`src/rtl/af_pkg.sv`:
```
package af_pkg;
  localparam int unsigned MAC_W     = 48;
  localparam int unsigned OCTETS    = MAC_W / 8;
  localparam int unsigned REG_W     = 16;
  localparam int unsigned WORDS_PER = MAC_W / REG_W;
  localparam int unsigned BIN_W     = 6;
  localparam int unsigned BIN_LSB   = 23;
  localparam int unsigned BINS      = 1 << BIN_W;
  localparam int unsigned HASH_WRDS = BINS / REG_W;
  localparam int unsigned CTRL_ADR  = 0;
  localparam int unsigned HASH_ADR  = 1;
  localparam int unsigned ENT_ADR   = 8;
  localparam int unsigned EN_LSB    = 8;
  localparam logic [31:0] CRC_GEN   = 32'h04C1_1DB7;

  typedef logic [MAC_W-1:0] mac_t;
  typedef logic [BIN_W-1:0] bin_t;

  // Serial-equivalent CRC over the address bytes, wire order, LSB of each byte first
  function automatic bin_t addr_hash_bin(input mac_t da);
    logic [31:0] c;
    logic        fb;
    c = '1;
    for (int o = 0; o < OCTETS; o++) begin
      for (int k = 0; k < 8; k++) begin
        fb = c[31] ^ da[MAC_W - 8 - 8*o + k];
        c  = {c[30:0], 1'b0} ^ (fb ? CRC_GEN : 32'h0);
      end
    end
    return c[BIN_LSB +: BIN_W];
  endfunction
endpackage

```
`src/rtl/af_hash_bin.sv`:
```
module af_hash_bin
  import af_pkg::*;
(
  input  mac_t dest,
  output bin_t bin,
  output logic is_group
);
  assign bin      = addr_hash_bin(dest);
  // group bit is the least significant bit of the first wire byte
  assign is_group = dest[MAC_W-8];
endmodule

```
`src/rtl/af_exact_cmp.sv`:
```
module af_exact_cmp
  import af_pkg::*;
#(
  parameter int unsigned N_ENT = 4
) (
  input  mac_t                  dest,
  input  logic [N_ENT-1:0][MAC_W-1:0] ent_addr,
  input  logic [N_ENT-1:0]      ent_en,
  output logic [N_ENT-1:0]      hit
);
  mac_t key;

  // stored form is byte5..byte0 from high to low, so reverse the wire bytes
  for (genvar g = 0; g < OCTETS; g++) begin : g_swap
    assign key[8*g +: 8] = dest[MAC_W-8-8*g +: 8];
  end

  for (genvar e = 0; e < N_ENT; e++) begin : g_ent
    assign hit[e] = ent_en[e] && (ent_addr[e] == key);
  end
endmodule

```
`src/rtl/af_regs.sv`:
```
module af_regs
  import af_pkg::*;
#(
  parameter int unsigned N_ENT = 4,
  parameter int unsigned AW    = 5
) (
  input  logic                        clk,
  input  logic                        rst_n,
  input  logic                        we,
  input  logic [AW-1:0]               addr,
  input  logic [REG_W-1:0]            wdata,
  output logic [REG_W-1:0]            rdata,
  output logic                        promisc,
  output logic                        hash_en,
  output logic [N_ENT-1:0]            ent_en,
  output logic [N_ENT-1:0][MAC_W-1:0] ent_addr,
  output logic [BINS-1:0]             hash_tbl
);
  localparam logic [N_ENT-1:0] EN_RST = N_ENT'(1);
  localparam logic [N_ENT-1:0][MAC_W-1:0] ENT_RST =
    {{((N_ENT-1)*MAC_W){1'b0}}, {MAC_W{1'b1}}};

  logic                        promisc_q, promisc_d;
  logic                        hash_en_q, hash_en_d;
  logic [N_ENT-1:0]            en_q, en_d;
  logic [N_ENT-1:0][MAC_W-1:0] ent_q, ent_d;
  logic [BINS-1:0]             hash_q, hash_d;

  // next state
  always_comb begin
    promisc_d = promisc_q;
    hash_en_d = hash_en_q;
    en_d      = en_q;
    ent_d     = ent_q;
    hash_d    = hash_q;
    if (addr == AW'(CTRL_ADR)) begin
      promisc_d = wdata[0];
      hash_en_d = wdata[1];
      en_d      = wdata[EN_LSB +: N_ENT];
    end
    for (int h = 0; h < HASH_WRDS; h++) begin
      if (addr == AW'(HASH_ADR + h)) hash_d[h*REG_W +: REG_W] = wdata;
    end
    for (int e = 0; e < N_ENT; e++) begin
      for (int w = 0; w < WORDS_PER; w++) begin
        if (addr == AW'(ENT_ADR + WORDS_PER*e + w) && !en_q[e])
          ent_d[e][w*REG_W +: REG_W] = wdata;
      end
    end
  end

  // state registers with write enable as clock enable
  always_ff @(posedge clk or negedge rst_n) begin
    if (!rst_n) begin
      promisc_q <= 1'b0;
      hash_en_q <= 1'b0;
      en_q      <= EN_RST;
      ent_q     <= ENT_RST;
      hash_q    <= '0;
    end else if (we) begin
      promisc_q <= promisc_d;
      hash_en_q <= hash_en_d;
      en_q      <= en_d;
      ent_q     <= ent_d;
      hash_q    <= hash_d;
    end
  end

  // read mux
  always_comb begin
    rdata = '0;
    if (addr == AW'(CTRL_ADR)) begin
      rdata[0] = promisc_q;
      rdata[1] = hash_en_q;
      rdata[EN_LSB +: N_ENT] = en_q;
    end
    for (int h = 0; h < HASH_WRDS; h++) begin
      if (addr == AW'(HASH_ADR + h)) rdata = hash_q[h*REG_W +: REG_W];
    end
    for (int e = 0; e < N_ENT; e++) begin
      for (int w = 0; w < WORDS_PER; w++) begin
        if (addr == AW'(ENT_ADR + WORDS_PER*e + w)) rdata = ent_q[e][w*REG_W +: REG_W];
      end
    end
  end

  assign promisc  = promisc_q;
  assign hash_en  = hash_en_q;
  assign ent_en   = en_q;
  assign ent_addr = ent_q;
  assign hash_tbl = hash_q;

  for (genvar e = 0; e < N_ENT; e++) begin : g_lock
    for (genvar w = 0; w < WORDS_PER; w++) begin : g_word
      AST_LOCKED_WORD: assert property (@(posedge clk) disable iff (!rst_n)
        (we && addr == AW'(ENT_ADR + WORDS_PER*e + w) && en_q[e])
          |=> $stable(ent_q[e][w*REG_W +: REG_W]));
    end
  end
endmodule

```
`src/rtl/rx_addr_filter.sv`:
```
module rx_addr_filter
  import af_pkg::*;
#(
  parameter int unsigned N_ENT = 4,
  parameter int unsigned AW    = 5
) (
  input  logic              clk,
  input  logic              rst_n,
  input  logic              addr_vld,
  input  logic [47:0]       dest_addr,
  input  logic              cfg_we,
  input  logic [AW-1:0]     cfg_addr,
  input  logic [15:0]       cfg_wdata,
  output logic [15:0]       cfg_rdata,
  output logic              dec_vld,
  output logic              dec_accept
);
  logic                        promisc, hash_en;
  logic [N_ENT-1:0]            ent_en;
  logic [N_ENT-1:0][MAC_W-1:0] ent_addr;
  logic [BINS-1:0]             hash_tbl;
  logic [N_ENT-1:0]            hit_c;
  bin_t                        bin_c;
  logic                        grp_c;

  af_regs #(.N_ENT(N_ENT), .AW(AW)) u_regs (
    .clk(clk), .rst_n(rst_n), .we(cfg_we), .addr(cfg_addr), .wdata(cfg_wdata),
    .rdata(cfg_rdata), .promisc(promisc), .hash_en(hash_en), .ent_en(ent_en),
    .ent_addr(ent_addr), .hash_tbl(hash_tbl)
  );

  af_exact_cmp #(.N_ENT(N_ENT)) u_cmp (
    .dest(dest_addr), .ent_addr(ent_addr), .ent_en(ent_en), .hit(hit_c)
  );

  af_hash_bin u_hash (.dest(dest_addr), .bin(bin_c), .is_group(grp_c));

  // stage 1: match vector, hash bin, group bit
  logic             s1_vld;
  logic [N_ENT-1:0] s1_hit;
  bin_t             s1_bin;
  logic             s1_grp;

  always_ff @(posedge clk or negedge rst_n) begin
    if (!rst_n) begin
      s1_vld <= 1'b0;
      s1_hit <= '0;
      s1_bin <= '0;
      s1_grp <= 1'b0;
    end else begin
      s1_vld <= addr_vld;
      if (addr_vld) begin
        s1_hit <= hit_c;
        s1_bin <= bin_c;
        s1_grp <= grp_c;
      end
    end
  end

  // stage 2: combine
  logic acc_d;
  always_comb begin
    acc_d = s1_vld && (promisc || (|s1_hit) || (s1_grp && hash_en && hash_tbl[s1_bin]));
  end

  logic dec_vld_q, dec_acc_q;
  always_ff @(posedge clk or negedge rst_n) begin
    if (!rst_n) begin
      dec_vld_q <= 1'b0;
      dec_acc_q <= 1'b0;
    end else begin
      dec_vld_q <= s1_vld;
      dec_acc_q <= acc_d;
    end
  end

  assign dec_vld    = dec_vld_q;
  assign dec_accept = dec_acc_q;

  AST_DECISION_LATENCY: assert property (@(posedge clk) disable iff (!rst_n)
    addr_vld |=> ##1 dec_vld);
  AST_NO_SPURIOUS_VALID: assert property (@(posedge clk) disable iff (!rst_n)
    !s1_vld |=> !dec_vld);
  AST_PROMISC_KEEPS: assert property (@(posedge clk) disable iff (!rst_n)
    (s1_vld && promisc) |=> dec_accept);
  AST_UNICAST_NO_HASH: assert property (@(posedge clk) disable iff (!rst_n)
    (s1_vld && !s1_grp && !(|s1_hit) && !promisc) |=> !dec_accept);

  for (genvar e = 0; e < N_ENT; e++) begin : g_dis
    AST_DISABLED_NO_HIT: assert property (@(posedge clk) disable iff (!rst_n)
      (addr_vld && !ent_en[e]) |=> !s1_hit[e]);
  end
endmodule

```
`config.mk`:
```
export PLATFORM = sky130hd
export DESIGN_NAME = rx_addr_filter
export DESIGN_NICKNAME = d
export VERILOG_FILES = /design/src/rtl/af_pkg.sv /design/src/rtl/af_hash_bin.sv /design/src/rtl/af_exact_cmp.sv /design/src/rtl/af_regs.sv /design/src/rtl/rx_addr_filter.sv
export SDC_FILE = /design/constraint.sdc
export NUM_CORES = 1
export LEC_CHECK = 0
export ABC_AREA = 1
export BUFFER_PORTS_ARGS = -buffer_cell sky130_fd_sc_hd__clkbuf_2
export CELL_PAD_IN_SITES_DETAIL_PLACEMENT = 1
export CELL_PAD_IN_SITES_GLOBAL_PLACEMENT = 1
export CORE_ASPECT_RATIO = 2
export CORE_MARGIN = 2
export CORE_UTILIZATION = 41
export DETAILED_ROUTE_END_ITERATION = 8
export PLACE_DENSITY = 0.86
export SYNTH_ARGS = -nofsm -noshare
export SYNTH_HDL_FRONTEND = slang
export SYNTH_SLANG_ARGS = --single-unit
```
`constraint.sdc`:
```
create_clock -name clk -period 2.6 [get_ports clk]
set_clock_uncertainty 0.2 [all_clocks]
set_input_delay 0.39 -clock clk [delete_from_list [all_inputs] [get_ports clk]]
set_output_delay 0.39 -clock clk [all_outputs]
set_load 0.05 [all_outputs]
```
==> results.yml, run 1 <==
outcome:
  outcome: "did not finish"
  stop_stage: "global routing"
  error: "[ERROR GRT-0116] Global routing finished with congestion. Check the congestion regions in the DRC Viewer."
synth:
  synth_area_per_cell_um2: 6.76
  ys_ff_latch: 276
  synth_cell_type_count: 56
  netlist_area_mm2: 0.0204
  yosysSeqAreaShare_pct: 34.1
  synth_most_common_cell: "nand2_1"
  synth_common_cells: "1129 x nand2_1, 383 x o21ai_0, 227 x dfrtp_1"
  synth_area_leaders: "dfrtp_1 28%, nand2_1 21%, o21ai_0 9.4%, dfstp_2 6.3%, nand3_1 5.4%"
  synth_top_area_share_pct: 27.8
  synth_edf_count: 0
  synthCells: 3023
  synth_ff_type: "dfrtp_1"
  async_flop_share_pct: 100
  syn_nets: 3096
  synth.largest_area_cell: "dfrtp_1"
  synth_warnings: 0
clocking:
  cts.sinks: 276
  cts.path.max_buffers: 3
  cts_inserted_buffers: 25
  root_buffer: "clkbuf_16"
  cts-htree-levels: 1
placed_design:
  hpwl_um: 102000
  port_buffers: 90
  dp_cells: 4183
  place_congestion: 1.12
global_routing:
  first_global_vias: 33700
  grt_max_degree: 74
  grt_overflow: 80
  grtUsageTotal_pct: 67.6
  grt_pass1_wl_um: 253000
floorplan:
  row_count: 115
  dieWidth_um: 162
  num_io_pins: 91
  die_height_um: 320
  start_util_pct: 41.6
==> what timing repair did <==
item	in CTS
gates cloned	1
pin swaps	247
buffers inserted	79
hold endpoints to repair	244
hold buffers	1
gates resized for setup	580
setup endpoints to repair	24
==> through the flow <==
stage / setup slack (ns) / area, um2 / utilization [%]
2_1_floorplan: -0.536 / 20900 / -
3_3_place_gp: -1.84 / 26000 / 52.8
3_5_place_dp: -1.94 / 26000 / 52.8
4_1_cts: -1.11 / 30000 / 60.9
==> layer usage <==
| metal | GRT overflow | global-route usage, % |
|---|---|---|
| met5 | 0 | 9.09 |
| met3 | 2 | 43.1 |
| met2 | 34 | 91.7 |
| met1 | 1 | 62.6 |
| met4 | 43 | 78.7 |
==> cells by family after synthesis <==
| group | share of synthesized area (%) |
|---|---|
| buf+inv | 7.14 |
| xor+xnor | 7.12 |
| simple gates | 37.0 |
| flops | 34.1 |
| compound gates | 14.6 |
==> run 2, diff against run 1 <==
--- a/config.mk
+++ b/config.mk
@@ -7,13 +7,10 @@
 export LEC_CHECK = 0
 export ABC_AREA = 1
 export BUFFER_PORTS_ARGS = -buffer_cell sky130_fd_sc_hd__clkbuf_2
-export CELL_PAD_IN_SITES_DETAIL_PLACEMENT = 1
-export CELL_PAD_IN_SITES_GLOBAL_PLACEMENT = 1
-export CORE_ASPECT_RATIO = 2
 export CORE_MARGIN = 2
-export CORE_UTILIZATION = 41
+export CORE_UTILIZATION = 40
 export DETAILED_ROUTE_END_ITERATION = 8
-export PLACE_DENSITY = 0.86
+export PLACE_DENSITY_LB_ADDON = 0.15
 export SYNTH_ARGS = -nofsm -noshare
 export SYNTH_HDL_FRONTEND = slang
 export SYNTH_SLANG_ARGS = --single-unit
==> constraint.sdc (replaced) <==
create_clock -name clk -period 3.38 [get_ports clk]
set_clock_uncertainty 0.2 [all_clocks]
set_input_delay 0.507 -clock clk [delete_from_list [all_inputs] [get_ports clk]]
set_output_delay 0.507 -clock clk [all_outputs]
set_load 0.05 [all_outputs]
==> run 2 against run 1 <==
Effect of this change: the flow now finishes, with violations (negative setup slack); synthesized cell count unchanged; area after synthesis unchanged.
==> results.yml, run 2 <==
synth:
  synth_area_leaders: "dfrtp_1 28%, nand2_1 21%, o21ai_0 9.4%, dfstp_2 6.3%, nand3_1 5.4%"
  syn_nets: 3096
  async_flop_share_pct: 100
  synth.largest_area_cell: "dfrtp_1"
  synth_area_per_cell_um2: 6.76
  netlist_area_mm2: 0.0204
  synthCells: 3023
  synth_edf_count: 0
  synth_common_cells: "1129 x nand2_1, 383 x o21ai_0, 227 x dfrtp_1"
  synth_cell_type_count: 56
  yosysSeqAreaShare_pct: 34.1
  synth_top_area_share_pct: 27.8
  synth_ff_type: "dfrtp_1"
  synth_most_common_cell: "nand2_1"
  synth_warnings: 0
  ys_ff_latch: 276
critical_path:
  r2r-start: "s1_bin[1]$_DFFE_PN0P_"
  critPathKind: "input pin to output port"
  worstPathRequired_ns: 2.67
  path_cells: "clkbuf_8 -> nor2_2 -> inv_1 -> nor2_1 -> inv_1 -> buf_4 -> nor2_2 -> inv_1 -> buf_4 -> o21ai_1 -> nand4_1 -> nor2_2 -> o2111ai_2 -> o21ai_1 -> o211ai_1 -> clkbuf_16"
  r2r_cells: 9
  r2r_end: "dec_accept$_DFF_PN0_"
  cp_top_family: "buffers and inverters"
  startpoint_type: "input pin"
  slowest_delay_ns: 0.29
  r2r_slack_ns: 0.83
  cpMaxStageDelayCell: "nor2_2"
  worstSetupEndpointType: "output port"
  path_max_fanout: 4
  cp_num_buf_inv: 7
  critPathArrivalTime_ns: 3.01
global_routing:
  grtUsageTotal_pct: 36.2
  grt_max_degree: 85
  first_global_vias: 22200
  grt_overflow: 0
  grt_pass1_wl_um: 142000
  antenna_found_initial: 2
sta:
  finalHoldViolations: 0
  drv_slew: 0
  hold_ws_ns: 0.125
  worst_pin_slew_ns: 1.19
  setup_ws_ns: -0.339
  fin_crit_sh_pct: 110
  period_minus_slack_ns: 3.72
  maxSlewHeadroom_pct: 20.7
  fin_setup_tns_ns: -2.38
  setup_viol: 19
  rsz0062_at_grt: "yes"
  fmax_ghz: 0.269
floorplan:
  row_count: 82
  dieArea_mm2: 0.0529
  num_io_pins: 91
  dieWidth_um: 230
  start_util_pct: 40.7
  die_height_um: 230
  coreArea_mm2: 0.0503
worst_hold_path:
  hp-start: "addr_vld"
  hold_depth: 1
  whs_endpoint: "s1_vld$_DFF_PN0_"
  worstHoldPathType: "input pin to flop"
finish:
  final_layout_size_suffix_gt1_share_pct: 38.6
  largest_register_ffs: 192
  final_common_cell: "nand2_1"
  fin_nets: 3527
  area_growth_pct: 42.7
  utilization_pct: 58.1
  nFillCells: 4795
  final_cell_mix: "858 x nand2_1, 381 x buf_4, 361 x o21ai_0"
  fin_cells: 4150
  post-route-cell-area_mm2: 0.0292
outcome:
  violations: "negative setup slack"
  outcome: "finished with violations"
clocking:
  cts.sinks: 276
  cts.clk_slew.worst_paths_ns: 0.07
  cts_tree: "done"
  root_buffer: "clkbuf_16"
  cts_inserted_buffers: 29
  cts.path.max_buffers: 3
  clock_latency_ns: 0.58
  cts-htree-levels: 1
placed_design:
  hpwl_um: 75500
  pre_cts_slack_ns: -0.803
  dp_cells: 4007
  port_buffers: 90
  place_congestion: 1.03
  placed_cell_area_mm2: 0.0241
routing:
  dr_wl_met2_um: 46200
  antenna_left: 0
  wl_met3_um: 7030
  first_pass_iters: 6
  route.detailed.drc: 0
  wl_um: 100000
  highest_layer: "met4"
  wire_per_inst_um: 24.1
  via_per_inst: 5.74
  via_count: 23800
  wl_met1_um: 39400
  first_iter_violations: 2420
power_and_ir_drop:
  p_per_area_mw_per_mm2: 779
  p_leak_nw: 14.1
  power_mw: 22.7
  peakVddDrop_mv: 0.594
run:
  drv_cap: 0
-- run 2: kinds of logic (layout without fill, tap and decap cells) --
family | count (synthesis) | in the layout | share of synthesized area (%)
AND/OR/NAND/NOR | 1702 | 1702 | 37.0
AO/OA/AOI/OAI | 527 | 527 | 14.6
buffers and inverters | 358 | 811 | 7.14
flip-flops | 276 | 276 | 34.1
XOR/XNOR | 160 | 160 | 7.12
other | 0 | 2 | 0
-- run 2: worst max path at each step --
stage / from / end / depth (start not counted)
after floorplan: cfg_addr[1] / cfg_rdata[7] / 15
after global placement: dest_addr[41] / s1_bin[1]$_DFFE_PN0P_ / 28
after detailed placement: dest_addr[46] / s1_bin[0]$_DFFE_PN0P_ / 32
after CTS: cfg_addr[1] / cfg_rdata[4] / 19
after global routing: cfg_addr[1] / cfg_rdata[0] / 17
final: cfg_addr[0] / cfg_rdata[0] / 16
-- run 2: worst reg2reg max path, cell delays in order, from the launching register on --
cell	delay (ns)
dfrtp_1	0.39
inv_1	0.39
o21ai_0	0.19
o22ai_1	0.18
nor2_1	0.06
o311ai_0	0.44
nand2_1	0.10
o22ai_1	0.20
nand3_1	0.11
a31oi_1	0.20
-- run 2: final cells by class --
class / count / area (um2) / share of cell area [%]
Multi-Input combinational cell: 2389 / 15000 / 51.6
Sequential cell: 276 / 6970 / 23.9
Timing Repair Buffer: 525 / 4310 / 14.8
Inverter: 233 / 965 / 3.31
Tap cell: 672 / 841 / 2.88
Clock buffer: 37 / 826 / 2.83
Clock inverter: 16 / 214 / 0.733
Antenna cell: 2 / 5.00 / 0.0171
-- run 2: what timing repair did --
item	4_1_cts	5_1_grt
buffers inserted	20	77
gates resized for setup	205	635
pin swaps	89	313
endpoints found under the setup margin	22	22
hold endpoints to repair	72	0
hold buffers	1	0
-- run 2: metal layers --
layer	global-route usage, %	up-vias
met2	58.8	1173
met4	23.1	0
met5	0	-
met1	45.7	11500
li1	-	10800
met3	4.13	326
-- run 2: power by group --
group | total [mW] | internal [mW] | leakage, nW | switching, mW
sequential | 4.88 | 4.03 | 3.45 | 0.853
combinational | 14.3 | 5.53 | 10.1 | 8.80
clock | 3.54 | 2.10 | 0.515 | 1.44
Power figures use the tool's default switching activity.
